## src/rtl/cmdlist_pkg.sv

```systemverilog
// Package: types shared by the command list walker.
// Assumes: a single clock domain; the word width is a multiple of 8.
package cmdlist_pkg;

    // Unit state as reported on the port; codes are fixed by R1.
    typedef enum logic [1:0] {
        UNIT_IDLE   = 2'd0,
        UNIT_SUSP   = 2'd1,
        UNIT_ACTIVE = 2'd2
    } unit_state_e;

    // Per-block phase of the walk.
    typedef enum logic [2:0] {
        PH_IDLE,
        PH_MARK,
        PH_FETCH,
        PH_EXEC,
        PH_CLOSE,
        PH_LINK_LO,
        PH_LINK_HI,
        PH_DECIDE
    } phase_e;

endpackage

```

## src/rtl/cmdlist_mem_port.sv

```systemverilog
// Module: word-memory request/acknowledge driver.
// What it does: latches one access when issue_i pulses and holds it on the bus
// until mem_ack_i. One cycle after the acknowledge it gives a done pulse with the
// read data captured.
// Assumes: issue_i is pulsed only while no access is outstanding.
module cmdlist_mem_port #(
    parameter int WORD_W = 16,
    parameter int PTR_W  = 32
) (
    input  logic              clk,
    input  logic              rst_n,
    input  logic              issue_i,
    input  logic              we_i,
    input  logic [PTR_W-1:0]  addr_i,
    input  logic [WORD_W-1:0] wdata_i,
    output logic              done_o,
    output logic [WORD_W-1:0] rdata_o,
    output logic              mem_req_o,
    output logic              mem_we_o,
    output logic [PTR_W-1:0]  mem_addr_o,
    output logic [WORD_W-1:0] mem_wdata_o,
    input  logic              mem_ack_i,
    input  logic [WORD_W-1:0] mem_rdata_i
);

    logic              req_q;
    logic              we_q;
    logic [PTR_W-1:0]  addr_q;
    logic [WORD_W-1:0] wdata_q;
    logic              done_q;
    logic [WORD_W-1:0] rdata_q;

    // Hold the request from issue until acknowledge; report completion a cycle later.
    always_ff @(posedge clk) begin
        if (!rst_n) begin
            req_q   <= 1'b0;
            we_q    <= 1'b0;
            addr_q  <= '0;
            wdata_q <= '0;
            done_q  <= 1'b0;
            rdata_q <= '0;
        end else begin
            done_q <= 1'b0;
            if (issue_i) begin
                req_q   <= 1'b1;
                we_q    <= we_i;
                addr_q  <= addr_i;
                wdata_q <= wdata_i;
            end else if (req_q && mem_ack_i) begin
                req_q   <= 1'b0;
                done_q  <= 1'b1;
                rdata_q <= mem_rdata_i;
            end
        end
    end

    assign mem_req_o   = req_q;
    assign mem_we_o    = we_q;
    assign mem_addr_o  = addr_q;
    assign mem_wdata_o = wdata_q;
    assign done_o      = done_q;
    assign rdata_o     = rdata_q;

endmodule

```

## src/rtl/cmdlist_cmd_decode.sv

```systemverilog
// Module: command word field splitter.
// What it does: separates the opcode and the three control flags (stop,
// suspend, interrupt) held in the top three bits of a command word.
// Assumes: WORD_W > OP_W + 3; the bits between them are reserved.
module cmdlist_cmd_decode #(
    parameter int WORD_W = 16,
    parameter int OP_W   = 3
) (
    input  logic [WORD_W-1:0] word_i,
    output logic [OP_W-1:0]   op_o,
    output logic              last_o,
    output logic              susp_o,
    output logic              intr_o
);

    localparam int LAST_POS = WORD_W - 1;
    localparam int SUSP_POS = WORD_W - 2;
    localparam int INTR_POS = WORD_W - 3;

    logic unused_reserved;

    // Pure field extraction; reserved bits are reduced away.
    always_comb begin
        op_o   = word_i[OP_W-1:0];
        last_o = word_i[LAST_POS];
        susp_o = word_i[SUSP_POS];
        intr_o = word_i[INTR_POS];
    end

    assign unused_reserved = ^word_i[INTR_POS-1:OP_W];

endmodule

```

## src/rtl/cmdlist_link_reg.sv

```systemverilog
// Module: next-pointer assembler.
// What it does: collects a pointer from two word halves (low first, then high)
// and flags the two end-of-list values, all zeros and all ones.
// Assumes: sel_i = 0 picks the low half and sel_i = 1 the high half.
module cmdlist_link_reg #(
    parameter int WORD_W = 16,
    parameter int PTR_W  = 2 * WORD_W
) (
    input  logic              clk,
    input  logic              rst_n,
    input  logic              cap_i,
    input  logic              sel_i,
    input  logic [WORD_W-1:0] word_i,
    output logic [PTR_W-1:0]  ptr_o,
    output logic              end_o
);

    localparam int HALVES = PTR_W / WORD_W;

    for (genvar h = 0; h < HALVES; h++) begin : g_half
        logic [WORD_W-1:0] half_q;

        // Capture this half when its slot is selected.
        always_ff @(posedge clk) begin
            if (!rst_n) begin
                half_q <= '0;
            end else if (cap_i && (sel_i == 1'(h))) begin
                half_q <= word_i;
            end
        end

        assign ptr_o[h*WORD_W +: WORD_W] = half_q;
    end

    // Either terminator value ends the walk.
    assign end_o = (ptr_o == '0) || (ptr_o == '1);

endmodule

```

## src/rtl/cmdlist_seq.sv

```systemverilog
// Module: walk sequencer.
// What it does: runs the per-block phases (mark busy, fetch, execute, close,
// read the link) and decides after each block whether to stop, suspend or go on.
// Assumes: mem_done_i pulses once for each issue_o, one cycle or more later.
module cmdlist_seq #(
    parameter int WORD_W = 16,
    parameter int PTR_W  = 2 * WORD_W,
    parameter int OP_W   = 3
) (
    input  logic              clk,
    input  logic              rst_n,
    input  logic              start_i,
    input  logic [PTR_W-1:0]  head_i,
    output logic              issue_o,
    output logic              we_o,
    output logic [PTR_W-1:0]  addr_o,
    output logic [WORD_W-1:0] wdata_o,
    input  logic              mem_done_i,
    input  logic [OP_W-1:0]   op_i,
    input  logic              last_i,
    input  logic              susp_i,
    input  logic              intr_i,
    output logic              cap_o,
    output logic              cap_sel_o,
    input  logic [PTR_W-1:0]  link_i,
    input  logic              link_end_i,
    output logic              exec_valid_o,
    output logic [OP_W-1:0]   exec_op_o,
    output logic [PTR_W-1:0]  exec_blk_o,
    input  logic              exec_done_i,
    output logic [1:0]        state_o,
    output logic              irq_o,
    output logic              cx_o
);

    import cmdlist_pkg::*;

    localparam int                WB        = WORD_W / 8;
    localparam logic [PTR_W-1:0]  OFF_CMD   = PTR_W'(WB);
    localparam logic [PTR_W-1:0]  OFF_LO    = PTR_W'(2 * WB);
    localparam logic [PTR_W-1:0]  OFF_HI    = PTR_W'(3 * WB);
    localparam logic [WORD_W-1:0] BUSY_WORD = WORD_W'(1) << (WORD_W - 2);
    localparam logic [WORD_W-1:0] DONE_WORD = (WORD_W'(1) << (WORD_W - 1))
                                            | (WORD_W'(1) << (WORD_W - 3));

    phase_e           phase_q;
    unit_state_e      state_q;
    logic             wait_q;
    logic [PTR_W-1:0] blk_q;
    logic [OP_W-1:0]  op_q;
    logic             last_q;
    logic             susp_q;
    logic             intr_q;
    logic             irq_q;
    logic             cx_q;
    logic             mem_phase;

    // Select the access that belongs to the current phase.
    always_comb begin
        mem_phase = 1'b0;
        we_o      = 1'b0;
        addr_o    = blk_q;
        wdata_o   = '0;
        unique case (phase_q)
            PH_MARK: begin
                mem_phase = 1'b1;
                we_o      = 1'b1;
                wdata_o   = BUSY_WORD;
            end
            PH_FETCH: begin
                mem_phase = 1'b1;
                addr_o    = blk_q + OFF_CMD;
            end
            PH_CLOSE: begin
                mem_phase = 1'b1;
                we_o      = 1'b1;
                wdata_o   = DONE_WORD;
            end
            PH_LINK_LO: begin
                mem_phase = 1'b1;
                addr_o    = blk_q + OFF_LO;
            end
            PH_LINK_HI: begin
                mem_phase = 1'b1;
                addr_o    = blk_q + OFF_HI;
            end
            default: ;
        endcase
    end

    // Issue once per memory phase; route link words to the assembler.
    always_comb begin
        issue_o   = mem_phase && !wait_q;
        cap_o     = mem_done_i && ((phase_q == PH_LINK_LO) || (phase_q == PH_LINK_HI));
        cap_sel_o = (phase_q == PH_LINK_HI);
    end

    // Phase progression, flag capture and the after-block decision.
    always_ff @(posedge clk) begin
        if (!rst_n) begin
            phase_q <= PH_IDLE;
            state_q <= UNIT_IDLE;
            wait_q  <= 1'b0;
            blk_q   <= '0;
            op_q    <= '0;
            last_q  <= 1'b0;
            susp_q  <= 1'b0;
            intr_q  <= 1'b0;
            irq_q   <= 1'b0;
            cx_q    <= 1'b0;
        end else begin
            irq_q <= 1'b0;
            unique case (phase_q)
                PH_IDLE: begin
                    if (start_i) begin
                        blk_q   <= head_i;
                        state_q <= UNIT_ACTIVE;
                        phase_q <= PH_MARK;
                    end
                end
                PH_EXEC: begin
                    if (exec_done_i) begin
                        phase_q <= PH_CLOSE;
                    end
                end
                PH_DECIDE: begin
                    cx_q  <= intr_q;
                    irq_q <= intr_q;
                    if (susp_q) begin
                        state_q <= UNIT_SUSP;
                        phase_q <= PH_IDLE;
                    end else if (last_q || link_end_i) begin
                        state_q <= UNIT_IDLE;
                        phase_q <= PH_IDLE;
                    end else begin
                        blk_q   <= link_i;
                        phase_q <= PH_MARK;
                    end
                end
                default: begin
                    if (issue_o) begin
                        wait_q <= 1'b1;
                    end else if (mem_done_i) begin
                        wait_q <= 1'b0;
                        unique case (phase_q)
                            PH_MARK:    phase_q <= PH_FETCH;
                            PH_FETCH: begin
                                op_q    <= op_i;
                                last_q  <= last_i;
                                susp_q  <= susp_i;
                                intr_q  <= intr_i;
                                phase_q <= PH_EXEC;
                            end
                            PH_CLOSE:   phase_q <= PH_LINK_LO;
                            PH_LINK_LO: phase_q <= PH_LINK_HI;
                            default:    phase_q <= PH_DECIDE;
                        endcase
                    end
                end
            endcase
        end
    end

    assign exec_valid_o = (phase_q == PH_EXEC);
    assign exec_op_o    = op_q;
    assign exec_blk_o   = blk_q;
    assign state_o      = state_q;
    assign irq_o        = irq_q;
    assign cx_o         = cx_q;

endmodule

```

## src/rtl/cmdlist_walker.sv

```systemverilog
// Module: top of the linked command list walker.
// What it does: joins the sequencer, the memory port, the command decoder and
// the pointer assembler into one bus-master unit.
// Assumes: a single clock, synchronous active-low reset, and pointers of two words.
module cmdlist_walker #(
    parameter int WORD_W = 16,
    parameter int OP_W   = 3
) (
    input  logic                clk,
    input  logic                rst_n,
    input  logic                start_i,
    input  logic [2*WORD_W-1:0] head_i,
    output logic                mem_req_o,
    output logic                mem_we_o,
    output logic [2*WORD_W-1:0] mem_addr_o,
    output logic [WORD_W-1:0]   mem_wdata_o,
    input  logic                mem_ack_i,
    input  logic [WORD_W-1:0]   mem_rdata_i,
    output logic                exec_valid_o,
    output logic [OP_W-1:0]     exec_op_o,
    output logic [2*WORD_W-1:0] exec_blk_o,
    input  logic                exec_done_i,
    output logic [1:0]          unit_state_o,
    output logic                irq_o,
    output logic                cmd_cx_o
);

    localparam int PTR_W = 2 * WORD_W;

    logic              issue;
    logic              acc_we;
    logic [PTR_W-1:0]  acc_addr;
    logic [WORD_W-1:0] acc_wdata;
    logic              acc_done;
    logic [WORD_W-1:0] acc_rdata;
    logic [OP_W-1:0]   dec_op;
    logic              dec_last;
    logic              dec_susp;
    logic              dec_intr;
    logic              link_cap;
    logic              link_sel;
    logic [PTR_W-1:0]  link_ptr;
    logic              link_end;

    cmdlist_seq #(.WORD_W(WORD_W), .PTR_W(PTR_W), .OP_W(OP_W)) u_seq (
        .clk          (clk),
        .rst_n        (rst_n),
        .start_i      (start_i),
        .head_i       (head_i),
        .issue_o      (issue),
        .we_o         (acc_we),
        .addr_o       (acc_addr),
        .wdata_o      (acc_wdata),
        .mem_done_i   (acc_done),
        .op_i         (dec_op),
        .last_i       (dec_last),
        .susp_i       (dec_susp),
        .intr_i       (dec_intr),
        .cap_o        (link_cap),
        .cap_sel_o    (link_sel),
        .link_i       (link_ptr),
        .link_end_i   (link_end),
        .exec_valid_o (exec_valid_o),
        .exec_op_o    (exec_op_o),
        .exec_blk_o   (exec_blk_o),
        .exec_done_i  (exec_done_i),
        .state_o      (unit_state_o),
        .irq_o        (irq_o),
        .cx_o         (cmd_cx_o)
    );

    cmdlist_mem_port #(.WORD_W(WORD_W), .PTR_W(PTR_W)) u_port (
        .clk         (clk),
        .rst_n       (rst_n),
        .issue_i     (issue),
        .we_i        (acc_we),
        .addr_i      (acc_addr),
        .wdata_i     (acc_wdata),
        .done_o      (acc_done),
        .rdata_o     (acc_rdata),
        .mem_req_o   (mem_req_o),
        .mem_we_o    (mem_we_o),
        .mem_addr_o  (mem_addr_o),
        .mem_wdata_o (mem_wdata_o),
        .mem_ack_i   (mem_ack_i),
        .mem_rdata_i (mem_rdata_i)
    );

    cmdlist_cmd_decode #(.WORD_W(WORD_W), .OP_W(OP_W)) u_dec (
        .word_i (acc_rdata),
        .op_o   (dec_op),
        .last_o (dec_last),
        .susp_o (dec_susp),
        .intr_o (dec_intr)
    );

    cmdlist_link_reg #(.WORD_W(WORD_W), .PTR_W(PTR_W)) u_link (
        .clk    (clk),
        .rst_n  (rst_n),
        .cap_i  (link_cap),
        .sel_i  (link_sel),
        .word_i (acc_rdata),
        .ptr_o  (link_ptr),
        .end_o  (link_end)
    );

endmodule

```

## config.mk

```make
export PLATFORM = sky130hd
export DESIGN_NAME = cmdlist_walker
export DESIGN_NICKNAME = d
export VERILOG_FILES = /design/src/rtl/cmdlist_pkg.sv /design/src/rtl/cmdlist_mem_port.sv /design/src/rtl/cmdlist_cmd_decode.sv /design/src/rtl/cmdlist_link_reg.sv /design/src/rtl/cmdlist_seq.sv /design/src/rtl/cmdlist_walker.sv
export SDC_FILE = /design/constraint.sdc
export NUM_CORES = 1
export LEC_CHECK = 0
export CAP_MARGIN = 20
export CORE_UTILIZATION = 50
export DETAILED_ROUTE_END_ITERATION = 8
export GPL_TIMING_DRIVEN = 0
export PLACE_DENSITY = 0.79
export SYNTH_ARGS = -nofsm -noshare
export SYNTH_HDL_FRONTEND = slang
export SYNTH_HIERARCHICAL = 1
export SYNTH_SLANG_ARGS = --single-unit
```

## constraint.sdc

```tcl
create_clock -name clk -period 2.9 [get_ports clk]
set_clock_uncertainty 0.15 [all_clocks]
set_input_delay 0.435 -clock clk [delete_from_list [all_inputs] [get_ports clk]]
set_output_delay 0.435 -clock clk [all_outputs]
set_load 0.005 [all_outputs]
```

# ---- Word level (Yosys, flattened, before mapping)
# Index checks and enable logic that the tools add are counted.
dict set report totals {
  regBits 145
  in_bits 53
  out_inout_bits 90
}
dict set report classes {
  add_sub_neg 3
  bitwise 4
  n_reduce_logical 26
  eq_ne 14
  mux 25
}
# op count
set op_table {}
lappend op_table {{two-way mux 32 bit} 3}
lappend op_table {{case mux 32 bit (3 select lines)} 1}
lappend op_table {{adder 32 x 3 -> 32 bit, second input constant} 2}
lappend op_table {{case mux 32 bit (2 select lines)} 1}
lappend op_table {{adder 32 x 2 -> 32 bit, second input constant} 1}
lappend op_table {{== test 32 bit, second input constant} 1}
lappend op_table {{zero test 32 bit} 1}
lappend op_table {{case mux 16 bit (2 select lines)} 1}
lappend op_table {{two-way mux 3 bit} 5}
lappend op_table {{== test 3 bit, second input constant} 4}
lappend op_table {{case mux 3 bit (4 select lines)} 1}
lappend op_table {{AND reduction 4 bit} 3}
lappend op_table {{case mux 3 bit (3 select lines)} 1}
lappend op_table {{two-way mux 1 bit} 8}
lappend op_table {{== test 3 x 2 -> 1 bit, second input constant} 2}
lappend op_table {{two-way mux 2 bit} 3}
lappend op_table {{!= test 2 bit, second input constant} 3}
lappend op_table {{AND reduction 2 bit} 3}
lappend op_table {{nonzero test 2 bit} 3}
lappend op_table {{logical AND 1 bit} 5}
lappend op_table {{OR reduction 5 bit} 1}
lappend op_table {{!= test 4 x 2 -> 1 bit, second input constant} 1}
lappend op_table {{NOT 1 bit} 4}
lappend op_table {{case mux 2 bit (2 select lines)} 1}
lappend op_table {{10 further kinds} 13}

# ---- Depth between registers and ports, before layout
# Gate-level depths: netlist (run 1).
dict set report logic_depth {
  depth_word 6
  ltp_mapped 13
}

# ---- Hierarchy
# The synthesis (run 1) kept the hierarchy.
# module area_per_inst_um2 cells_each n_inst
set by_module_without_submodules {}
lappend by_module_without_submodules {cmdlist_seq 3352.0 451 1}
lappend by_module_without_submodules {cmdlist_mem_port 2534.9 234 1}
lappend by_module_without_submodules {cmdlist_link_reg 1325.0 163 1}
lappend by_module_without_submodules {cmdlist_cmd_decode 45.0 6 1}

# ---- Worst setup path before layout (run 1)
# OpenSTA, ideal clock, no wires.
dict set report synth_timing {
  path_type {register to register}
  start {register u_seq.phase_q[1]}
  end {register u_port.addr_q[25] (netlist: u_port/mem_addr_o[25])}
  n_path_buf 1
  path_slack_ns 0.342
  stages_incl_launch_ff 13
  synth_period_minus_slack_ns 2.558
  t_arrival_ns 2.343
  required_time_ns 2.685
  cell_sequence {dfxtp_1 > ha_1 > and2_1 > xnor2_1 > ha_1 > a31oi_1 > nor2_1 > a21o_1 > buf_2 > inv_1 > o31ai_1 > mux2i_1 > nor2b_1}
}
dict set report synth_via {
  elab_cells_between_ends 9
  cone_classes {eq/ne (5); mux (2); reduce/logical (2)}
}
# item line_no
set synth_lines {}
lappend synth_lines {{start, declared} cmdlist_seq.sv:46} ;# phase_e phase_q;
lappend synth_lines {{start signal, assigned} cmdlist_seq.sv:101} ;# phase_q <= PH_IDLE;
lappend synth_lines {{start signal, assigned} cmdlist_seq.sv:118} ;# phase_q <= PH_MARK;
lappend synth_lines {{start signal, assigned} cmdlist_seq.sv:123} ;# phase_q <= PH_CLOSE;
lappend synth_lines {{== test 3 bit} -}
lappend synth_lines {{named net link_sel} cmdlist_walker.sv:41} ;# logic link_sel;
lappend synth_lines {{case mux 32 bit (3 select lines)} cmdlist_seq.sv:64} ;# unique case (phase_q)
lappend synth_lines {{named net acc_addr[25]} cmdlist_walker.sv:32} ;# logic [PTR_W-1:0] acc_addr;
lappend synth_lines {{end signal, assigned} cmdlist_mem_port.sv:47} ;# addr_q <= addr_i;
lappend synth_lines {{end, declared} cmdlist_mem_port.sv:28} ;# logic [PTR_W-1:0] addr_q;
# The timed path passes the listed nets, and every way through them passes these cells.
# A chain may end at the register's enable or synchronous reset.

# ---- Worst setup path in the final report (run 1)
dict set report layout_timing {
  start {register u_seq.blk_q[11] (netlist: u_seq/exec_blk_o[11])}
  end {register u_port.addr_q[28] (netlist: u_port/mem_addr_o[28])}
}
dict set report layout_via {
  elab_chain_cells 2
  elab_cells_between_ends 4
  cone_classes {add/sub (3); mux (1)}
}
# item line_no
set layout_lines {}
lappend layout_lines {{start, declared} cmdlist_seq.sv:49} ;# logic [PTR_W-1:0] blk_q;
lappend layout_lines {{start signal, assigned} cmdlist_seq.sv:116} ;# blk_q <= head_i;
lappend layout_lines {{start signal, assigned} cmdlist_seq.sv:136} ;# blk_q <= link_i;
lappend layout_lines {{adder 32 x 3 -> 32 bit (tied with other cells)} cmdlist_seq.sv:85} ;# addr_o = blk_q + OFF_HI;
lappend layout_lines {{case mux 32 bit (3 select lines) *} cmdlist_seq.sv:64}
lappend layout_lines {{named net acc_addr[28]} cmdlist_walker.sv:32}
# The timed path passes the listed nets; every way through them passes the cells marked *.

==> impl_results.md, run 1 <==
* Status: complete, no violations
* Area share of the largest cell type after synthesis at 0.400
* DRT antenna net count at 0
* Uppermost layer routed: met4
* Synthesis-stage register bit count at 145
* CP Cell Sequence: nand4_1 -> nor3_2 -> nand3_1 -> a22oi_1 -> a41oi_1 -> mux2i_1 -> nor2b_1
* Worst-path clk slew at 0.06 ns
* Ports at 143
* Type of origin of the critical path: flip-flop
* CP Class: reg2reg
* Fmax at 0.362 GHz
* Leak at 3.79 nW
* Drt wl/cell at 17.3 um
* Fin crit share at 0.953
* Final hold violations at 0
* Via count at 6898
* DRC at 0
* Async SR Flop Fraction at 0
* Hold Crit Class: reg2reg
* CTS Hold Buffers Added at 0
* Die ar. at 15000 um^2
* Clock latency on the worst-skew pair at 0.42 ns
* Met3 wire length at 1580 um
* Die Y at 122 um
* Clock period minus worst slack at 2.76 ns
* Final setup vio count at 0
* Area grow syn2layout at 32.4%
* Cells after Synth at 854
* Most frequent cells in the layout: 182 x nand2_1, 143 x dfxtp_1, 142 x clkdlybuf4s50_1, 71 x mux2i_1, 61 x nor2b_1
* Cell area power density at 818 nW/um^2
* Clock Sink Count at 145
* Synth Warn # at 6
* First-pass GRT wire length at 33000 um
* Row cnt at 43
* Synth top area cells: dfxtp_1 40%, mux2i_1 9.8%, nand2_1 9.4%
* Layout cell share with drive strength beyond 1 at 0.0942
* IO Port Bufs at 142
* Post-layout nets at 1088
* Critical Path End Type: flip-flop
* Maxcap violations at 0
* Clock Path Buffers at 2
* Total track usage at 0.289
* Gr ovfl total at 0
* Initial core utilization at 0.517
* HPWL after detailed placement at 15700 um
* Setup TNS at 0 ns
* Number of diodes at 0
* Slew HR at 0.497
* Post-Syn Area at 7260 um^2
* H-tree lvl count at 4
* Antenna violations before repair at 0
* Core ar. at 14000 um^2
* Crit path max-delay family: simple AND/OR/NAND/NOR gates
* Syn_area_per_cell at 8.50 um^2
* Fin area at 9610 um^2
* Slew Viols, Final at 0
* WL met1 at 8970 um
* RSZ-0062 raised after global routing: no
* First-pass DRT Iterations at 6
* Commonest non-fill, non-tap cell in the layout: nand2_1
* Worst path max stage delay at 0.54 ns
* Post-synth EDFFs at 0
* Placed Area at 8950 um^2
* GP Congestion at 0.932
* Largest area contributor in the netlist: dfxtp_1
* CTS tree: built
* Pin count of the biggest net entering global routing at 17
* CTS buffer count at 17
* Routed wl met2 at 9990 um
* Maximum VDD drop at 504 uV
* Critical path arrival at 2.93 ns
* Clk root buf: clkbuf_16
* Max FO, Critical Path at 8
* CP Buf/Inv Count at 0
* Iter 0 DRT Violations at 630
* Slowest-stage cell, CP: dfxtp_1
* Die X-Extent at 122 um
* Seq/Total Area, Yosys at 0.400
* Prevailing post-synth register cell: dfxtp_1
* Slew of the pin with the lowest slew margin at 0.751 ns
* Vias in the first global route at 6323
* Critical Path RT at 3.06 ns
* Core Util, Final at 0.684
* Post-synth cell types at 56
* Final Total Pwr at 7.86 mW
* Post-DR vias/cell at 5.65
* Final wirelength at 21100 um
metrics by stage:
step           cells  setup WS, ns  hold WS [ns]
6_report        1220         0.136         0.321
4_1_cts         1220       0.00505         0.325
3_3_place_gp    1188        -0.227         0.303
5_1_grt         1220       0.00933         0.364
2_1_floorplan    866         0.342         0.298
3_5_place_dp    1188        -0.282         0.316
worst reg2reg max path, delay by kind of cell, from the launching register on:
kind | cells | cell delay [ns]
and+or+nand+nor | 4 | 1.00
AOI/OAI and AO/OA | 2 | 0.78
DFF | 1 | 0.54
muxes | 1 | 0.19
where the power goes:
group / switching, mW / leakage, nW / internal (mW)
Sequential: 0.493 / 1.18 / 2.44
Combinational: 1.27 / 2.33 / 1.52
Clock: 0.829 / 0.280 / 1.31
Total: 2.59 / 3.79 / 5.26
what timing repair did:
action                                  CTS  global route
buffers inserted                          1             0
gates cloned                              0             0
pin swaps                                 1             0
resized for setup                         6            16
endpoints found under the setup margin   14            24
worst paths after layout:
kind                   startpoint                    end  slack [ns]  cells after the start
max          u_seq/exec_blk_o[11]  u_port/mem_addr_o[28]        0.14                      7
min                    u_seq/cx_o             u_seq/cx_o        0.32                      2
max reg2reg  u_seq/exec_blk_o[11]  u_port/mem_addr_o[28]        0.14                      7
min reg2reg            u_seq/cx_o             u_seq/cx_o        0.32                      2
registers in the layout (all words and copies together), names as in the netlist, 2 cells and up:
| name | count |
|---|---|
| u_port/mem_wdata_o | 16 |
| u_link/g_half.half_q | 32 |
| u_seq/state_o | 2 |
| u_seq/exec_blk_o | 32 |
| u_seq/phase_q | 3 |
| u_port/mem_addr_o | 32 |
| u_seq/exec_op_o | 3 |
| u_port/rdata_o | 16 |
cell usage after synthesis, drive strengths merged (2+ instances only):
cell type,instances
a21boi,37
a21o,2
a21oi,26
a22oi,2
a31oi,21
a41oi,9
and2,7
and2b,2
and3,8
and4,6
buf,42
clkbuf,36
dfxtp,145
ha,7
inv,9
mux2i,71
nand2,182
nand2b,3
nand3,42
nand4,21
nor2,14
nor2b,62
nor3,6
nor4,13
o211a,33
o211ai,2
o21a,2
o21ai,15
o21bai,2
o22ai,2
o31ai,5
or3,3
or4,4
per-layer routing:
metal  GRT usage  up-vias
li1            -     3343
met1       0.368     3202
met2       0.474      304
met3      0.0720       49
met4       0.103        0
met5           0        -
cells by family after synthesis:
| group | share of synthesized area |
|---|---|
| AO/OA/AOI/OAI | 0.168 |
| XOR/XNOR | 0.00121 |
| adder cells (fa/ha/maj) | 0.0121 |
| buffers and inverters | 0.0633 |
| flip-flops | 0.400 |
| multiplexers | 0.0979 |
| other | 0.000517 |
| AND/OR/NAND/NOR | 0.257 |
cell type report:
type / count / area (um^2)
buffer: 78 / 430
multi-input combinational: 633 / 4010
clock inverter: 9 / 109
sequential: 145 / 2910
tap: 180 / 225
inverter: 10 / 38.8
fill: 1195 / 4430
timing repair buffer: 143 / 1430
clock buffer: 22 / 464
No activity file was read; power rests on OpenSTA's default activity.
==> run 2, diff against run 1 <==
--- a/config.mk
+++ b/config.mk
@@ -5,6 +5,7 @@
 export SDC_FILE = /design/constraint.sdc
 export NUM_CORES = 1
 export LEC_CHECK = 0
+export ABC_CLOCK_PERIOD_IN_PS = 2900
 export CAP_MARGIN = 20
 export CORE_UTILIZATION = 50
 export DETAILED_ROUTE_END_ITERATION = 8
==> results of run 2 <==
Same layout as run 1: the final DEF is identical, and so are final timing and power.
